## src/rtl/inrush_pkg.sv

```systemverilog
package inrush_pkg;

  typedef enum logic [1:0] {
    PH_IDLE = 2'd0,
    PH_RAMP = 2'd1,
    PH_ON   = 2'd2
  } phase_t;

  function automatic int unsigned cnt_width(input int unsigned n);
    return (n < 2) ? 1 : $clog2(n);
  endfunction

endpackage

```

## src/rtl/inrush_window_timer.sv

```systemverilog
module inrush_window_timer #(
  parameter int unsigned START_TICKS = 50,
  localparam int unsigned CW = inrush_pkg::cnt_width(START_TICKS),
  localparam logic [CW-1:0] LAST = CW'(START_TICKS - 1)
) (
  input  logic          clk,
  input  logic          rst_n,
  input  logic          run,
  input  logic          tick,
  output logic          expire,
  output logic [CW-1:0] count
);

  logic [CW-1:0] cnt_q;

  assign expire = run && tick && (cnt_q == LAST);
  assign count  = cnt_q;

  always_ff @(posedge clk) begin
    if (!rst_n) begin
      cnt_q <= '0;
    end else if (!run) begin
      cnt_q <= '0;
    end else if (tick && !expire) begin
      cnt_q <= cnt_q + 1'b1;
    end
  end

  p_count_bound_r3: assert property (@(posedge clk) disable iff (!rst_n)
    cnt_q <= LAST);

  p_count_hold_r3: assert property (@(posedge clk) disable iff (!rst_n)
    (run && !tick) |=> $stable(cnt_q));

  p_count_idle_zero_r2: assert property (@(posedge clk) disable iff (!rst_n)
    !run |=> (cnt_q == '0));

endmodule

```

## src/rtl/inrush_phase_fsm.sv

```systemverilog
module inrush_phase_fsm
  import inrush_pkg::*;
(
  input  logic   clk,
  input  logic   rst_n,
  input  logic   turn_on,
  input  logic   turn_off,
  input  logic   at_limit,
  input  logic   fault_held,
  input  logic   expire,
  output phase_t phase,
  output logic   start_fail
);

  phase_t ph_q, ph_d;

  always_comb begin
    ph_d       = ph_q;
    start_fail = 1'b0;
    if (turn_off) begin
      ph_d = PH_IDLE;
    end else begin
      unique case (ph_q)
        PH_IDLE: if (turn_on && !fault_held) ph_d = PH_RAMP;
        PH_RAMP: begin
          if (expire) begin
            if (at_limit) begin
              ph_d       = PH_IDLE;
              start_fail = 1'b1;
            end else begin
              ph_d = PH_ON;
            end
          end
        end
        PH_ON:   ph_d = PH_ON;
        default: ph_d = PH_IDLE;
      endcase
    end
  end

  always_ff @(posedge clk) begin
    if (!rst_n) ph_q <= PH_IDLE;
    else        ph_q <= ph_d;
  end

  assign phase = ph_q;

  p_off_to_idle_r7: assert property (@(posedge clk) disable iff (!rst_n)
    turn_off |=> (ph_q == PH_IDLE));

  p_blocked_start_r9: assert property (@(posedge clk) disable iff (!rst_n)
    (ph_q == PH_IDLE && fault_held) |=> (ph_q == PH_IDLE));

  p_on_only_after_window_r3: assert property (@(posedge clk) disable iff (!rst_n)
    (ph_q == PH_RAMP && !expire) |=> (ph_q != PH_ON));

  p_fail_needs_limit_r11: assert property (@(posedge clk) disable iff (!rst_n)
    start_fail |-> (expire && at_limit));

endmodule

```

## src/rtl/inrush_fault_latch.sv

```systemverilog
module inrush_fault_latch (
  input  logic clk,
  input  logic rst_n,
  input  logic set_i,
  input  logic clr_i,
  output logic fault_o
);

  logic f_q;

  always_ff @(posedge clk) begin
    if (!rst_n)     f_q <= 1'b0;
    else if (set_i) f_q <= 1'b1;
    else if (clr_i) f_q <= 1'b0;
  end

  assign fault_o = f_q;

  p_fault_sticky_r8: assert property (@(posedge clk) disable iff (!rst_n)
    (f_q && !clr_i) |=> f_q);

  p_set_wins_r8: assert property (@(posedge clk) disable iff (!rst_n)
    set_i |=> f_q);

endmodule

```

## src/rtl/inrush_start_supervisor.sv

```systemverilog
module inrush_start_supervisor
  import inrush_pkg::*;
#(
  parameter int unsigned START_TICKS = 50
) (
  input  logic clk,
  input  logic rst_n,
  input  logic turn_on,
  input  logic turn_off,
  input  logic tick,
  input  logic at_limit,
  input  logic fault_clr,
  output logic gate_en,
  output logic gate_boost,
  output logic port_on,
  output logic start_fault
);

  localparam int unsigned CW = cnt_width(START_TICKS);

  phase_t        phase;
  logic          expire;
  logic          start_fail;
  logic          fault_q;
  logic [CW-1:0] win_cnt;

  inrush_window_timer #(.START_TICKS(START_TICKS)) u_timer (
    .clk    (clk),
    .rst_n  (rst_n),
    .run    (phase == PH_RAMP),
    .tick   (tick),
    .expire (expire),
    .count  (win_cnt)
  );

  inrush_phase_fsm u_fsm (
    .clk        (clk),
    .rst_n      (rst_n),
    .turn_on    (turn_on),
    .turn_off   (turn_off),
    .at_limit   (at_limit),
    .fault_held (fault_q),
    .expire     (expire),
    .phase      (phase),
    .start_fail (start_fail)
  );

  inrush_fault_latch u_fault (
    .clk     (clk),
    .rst_n   (rst_n),
    .set_i   (start_fail),
    .clr_i   (fault_clr),
    .fault_o (fault_q)
  );

  assign gate_en     = (phase != PH_IDLE);
  assign port_on     = (phase == PH_ON);
  assign gate_boost  = (phase == PH_ON) || ((phase == PH_RAMP) && !at_limit);
  assign start_fault = fault_q;

  p_on_implies_gate_r4: assert property (@(posedge clk) disable iff (!rst_n)
    port_on |-> gate_en);

  p_boost_implies_gate_r6: assert property (@(posedge clk) disable iff (!rst_n)
    gate_boost |-> gate_en);

  p_fault_drops_gate_r5: assert property (@(posedge clk) disable iff (!rst_n)
    $rose(start_fault) |-> !gate_en);

  p_on_keeps_r10: assert property (@(posedge clk) disable iff (!rst_n)
    (port_on && !turn_off) |=> port_on);

  p_ramp_idle_count_r2: assert property (@(posedge clk) disable iff (!rst_n)
    $rose(gate_en) |-> (win_cnt == '0));

endmodule

```

## config.mk

```make
export PLATFORM = sky130hd
export DESIGN_NAME = inrush_start_supervisor
export DESIGN_NICKNAME = d
export VERILOG_FILES = /design/src/rtl/inrush_pkg.sv /design/src/rtl/inrush_window_timer.sv /design/src/rtl/inrush_phase_fsm.sv /design/src/rtl/inrush_fault_latch.sv /design/src/rtl/inrush_start_supervisor.sv
export SDC_FILE = /design/constraint.sdc
export NUM_CORES = 1
export LEC_CHECK = 0
export ABC_AREA = 1
export BUFFER_PORTS_ARGS = -buffer_cell sky130_fd_sc_hd__buf_4
export CAP_MARGIN = 40
export CORE_AREA = 2 2 39 41
export DETAILED_ROUTE_END_ITERATION = 8
export DIE_AREA = 0 0 41 43
export GPL_TIMING_DRIVEN = 0
export SETUP_SLACK_MARGIN = 0.15
export SYNTH_ARGS = -nofsm -noshare
export SYNTH_HDL_FRONTEND = slang
export SYNTH_SLANG_ARGS = --single-unit
```

## constraint.sdc

```tcl
create_clock -name clk -period 1.5 [get_ports clk]
set_input_delay 0.075 -clock clk [delete_from_list [all_inputs] [get_ports clk]]
set_output_delay 0.075 -clock clk [all_outputs]
set_load 0.02 [all_outputs]
```

==> metrics <==
Inserted Diodes=0; Num CTS Buffers=3; TritonCTS clock tree=done; slowest CP cell=dfxtp_1; CP Capture Type=flop; clock share of power=0.397; setup TNS=0 ps; # IOs=11; clock tree root driver cell=clkbuf_4; CP max stage delay=420 ps; Slew Viols, Final=0; min Tclk post-route=1290 ps; most frequent cells in the layout=nand2_1 (19), inv_1 (14), buf_4 (11), nand3_1 (9), dfxtp_1 (9); num rows=14; sequential area share after synthesis=0.325; pwr/cell area=695 nW/um^2; DIE WIDTH=41 um; Crit Path Category=flop to flop; combinational power share=0.105; CTS HTree Levels=1; Via Count=535; Max Clk Rate=0.777 GHz; gate family responsible for the most delay along the worst path=flip-flops; post-route antenna net violation count=0; first drt pass iteration count=2; vias in the first global route=393; P_int=369 uW; die area=1760 um^2; Layout Skew=0.603 ps; dpl cell area=642 um^2; Initial Util=0.401; Slew headroom=0.852; Worst Max-Slew Pin Slew=221 ps; routed length per instance=10.1 um; crit path buf inv count=1; antenna violations before repair=0; FF/Latch Area=180 um^2; drt total wl=1140 um; Flop pwr share=0.498; Syn Std Cell Area=554 um^2; crit path cell chain=ha_1 -> nand2_2 -> nor2_4 -> nand2_4 -> buf_4 -> nand3_1 -> a21oi_1; sw frac=0.246; commonest non-fill, non-tap cell in the layout=nand2_1; CP Data Arrival Time=1440 ps; Finished Layout Cells=113; Final Hold Viols=0; type of the most critical hold path=primary input to flop; Total GRT Usage=0.147; max_cap viols=0; syn nets=89; core footprint=1380 um^2; period utilization=0.858; design area=704 um^2; first-pass GRT wire length=1660 um; leakage=0.308 nW; VDD IR max=0.401 mV; fin nets=107; CTS Sinks=9; Worst path depth=7; Fin Hold WS=85.0 ps; Syn. warnings=0; Synth Register Bits=9; via/cell ratio=4.73; crit start category=flop; layout cell share with drive strength beyond 1=0.237; share of the synthesized area in the top cell type=0.325; multi-input logic area=310 um^2; sw power=121 uW; starting DRC count in detailed routing=6; worst reg-to-reg path cell count=7; RSZ-0062 raised after global routing=false; required time of the critical path=1650 ps; area grow syn2layout=27.1%; clock-pin transition on the worst setup and hold timing paths=60 ps; global placement routability congestion=0.724; Placed Cells=105; largest area contributor in the netlist=dfxtp_1; Clock Tree Buf Depth=2; status=completed; hold depth=4; pin count of the biggest net entering global routing=11; synthesized netlist cell count=80; Yosys cell types=18; endpoints failing setup=0; HPWL Detailed=800 um; I/O Buffers=9; FILL cells=140; Die Ht=43 um; dominant cells by area after synthesis=dfxtp_1 (33%), nand2_1 (13%), inv_1 (9.5%); Synth Area per Inst=6.93 um^2; DRC errors left=0; total gr overflow=0; worst skew pair latency=260 ps; crit path max fanout=6
[metal layers]
layer / track usage / vias up / routed length [um] / part of all wire
li1: - / 289 / - / -
met1: 0.164 / 230 / 509 / 0.45
met2: 0.213 / 12 / 521 / 0.46
met3: 0.0471 / 4 / 71 / 0.062
met4: 0.120 / 0 / 36 / 0.032
met5: 0 / - / 0 / 0
[repair_timing]
action,CTS,global route
resized for setup,0,2
setup buffers,0,2
endpoints found under the hold margin,0,1
setup endpoints to repair,0,3
hold buffers,0,1
[final timing paths]
path	slack, ps	endpoint	from
min reg2reg	520	u_timer.count[1]$_SDFFE_PN0P_	u_timer.count[1]$_SDFFE_PN0P_
max reg2reg	210	u_timer.count[3]$_SDFFE_PN0P_	u_timer.count[0]$_SDFFE_PN0P_
max	210	u_timer.count[3]$_SDFFE_PN0P_	u_timer.count[0]$_SDFFE_PN0P_
min	80	u_fsm.phase[0]$_SDFFE_PP0P_	turn_off
[worst register-to-register path, stage by stage (launching register included)]
cell and delay [ps]:
dfxtp_1 420, ha_1 190, nand2_2 70, nor2_4 140, nand2_4 100, buf_4 140, nand3_1 70, a21oi_1 60
[power by group through the flow]
stage / Clock [mW] / Combinational (mW) / Sequential [mW]
after floorplan: 0 / 0.0302 / 0.249
after global placement: 0 / 0.0492 / 0.249
after detailed placement: 0 / 0.0493 / 0.249
after CTS: 0.200 / 0.0495 / 0.244
after global routing: 0.216 / 0.0572 / 0.244
final: 0.194 / 0.0516 / 0.244
[synth_stat cells]
| cell type | n |
|---|---|
| nor2_2 | 1 |
| nand2_1 | 19 |
| nand3_2 | 1 |
| o32ai_1 | 1 |
| nand2_2 | 1 |
| buf_6 | 2 |
| nand3_1 | 9 |
| nor2_1 | 6 |
| xor2_1 | 1 |
| dfxtp_1 | 9 |
| inv_1 | 14 |
| nand4_1 | 3 |
| o21ai_0 | 1 |
| nand3b_1 | 1 |
| nor2_4 | 1 |
| nand2_4 | 2 |
| a21oi_1 | 6 |
| ha_1 | 2 |
[state kept, by name, indices dropped and copies added (netlist names)]
| name | count |
|---|---|
| u_timer.count | 6 |
| u_fault.fault_o | 1 |
| u_fsm.phase | 2 |
[cells by family after synthesis]
logic type               after synthesis  share of synthesized area
adder cells (fa/ha/maj)                2                     0.0451
AO/OA/AOI/OAI                          8                     0.0790
AND/OR/NAND/NOR                       44                      0.400
XOR/XNOR                               1                     0.0158
buffers and inverters                 16                      0.135
flip-flops                             9                      0.325
[through the flow]
stage / utilization / power (mW) / setup slack, ps
after floorplan: - / 0.279 / 175
after global placement: 0.464 / 0.299 / 277
after detailed placement: 0.464 / 0.299 / 254
after CTS: 0.483 / 0.494 / 188
after global routing: 0.509 / 0.517 / 151
final: 0.509 / 0.490 / 212
[final cells by class]
class | count | area share
plain buffers | 2 | 0.0320
clock buffers | 4 | 0.0373
inverters | 14 | 0.0746
multi-input cells | 56 | 0.440
flip-flops and latches | 9 | 0.256
well taps | 16 | 0.0284
repair buffers | 12 | 0.131
Power figures use the tool's default switching activity.
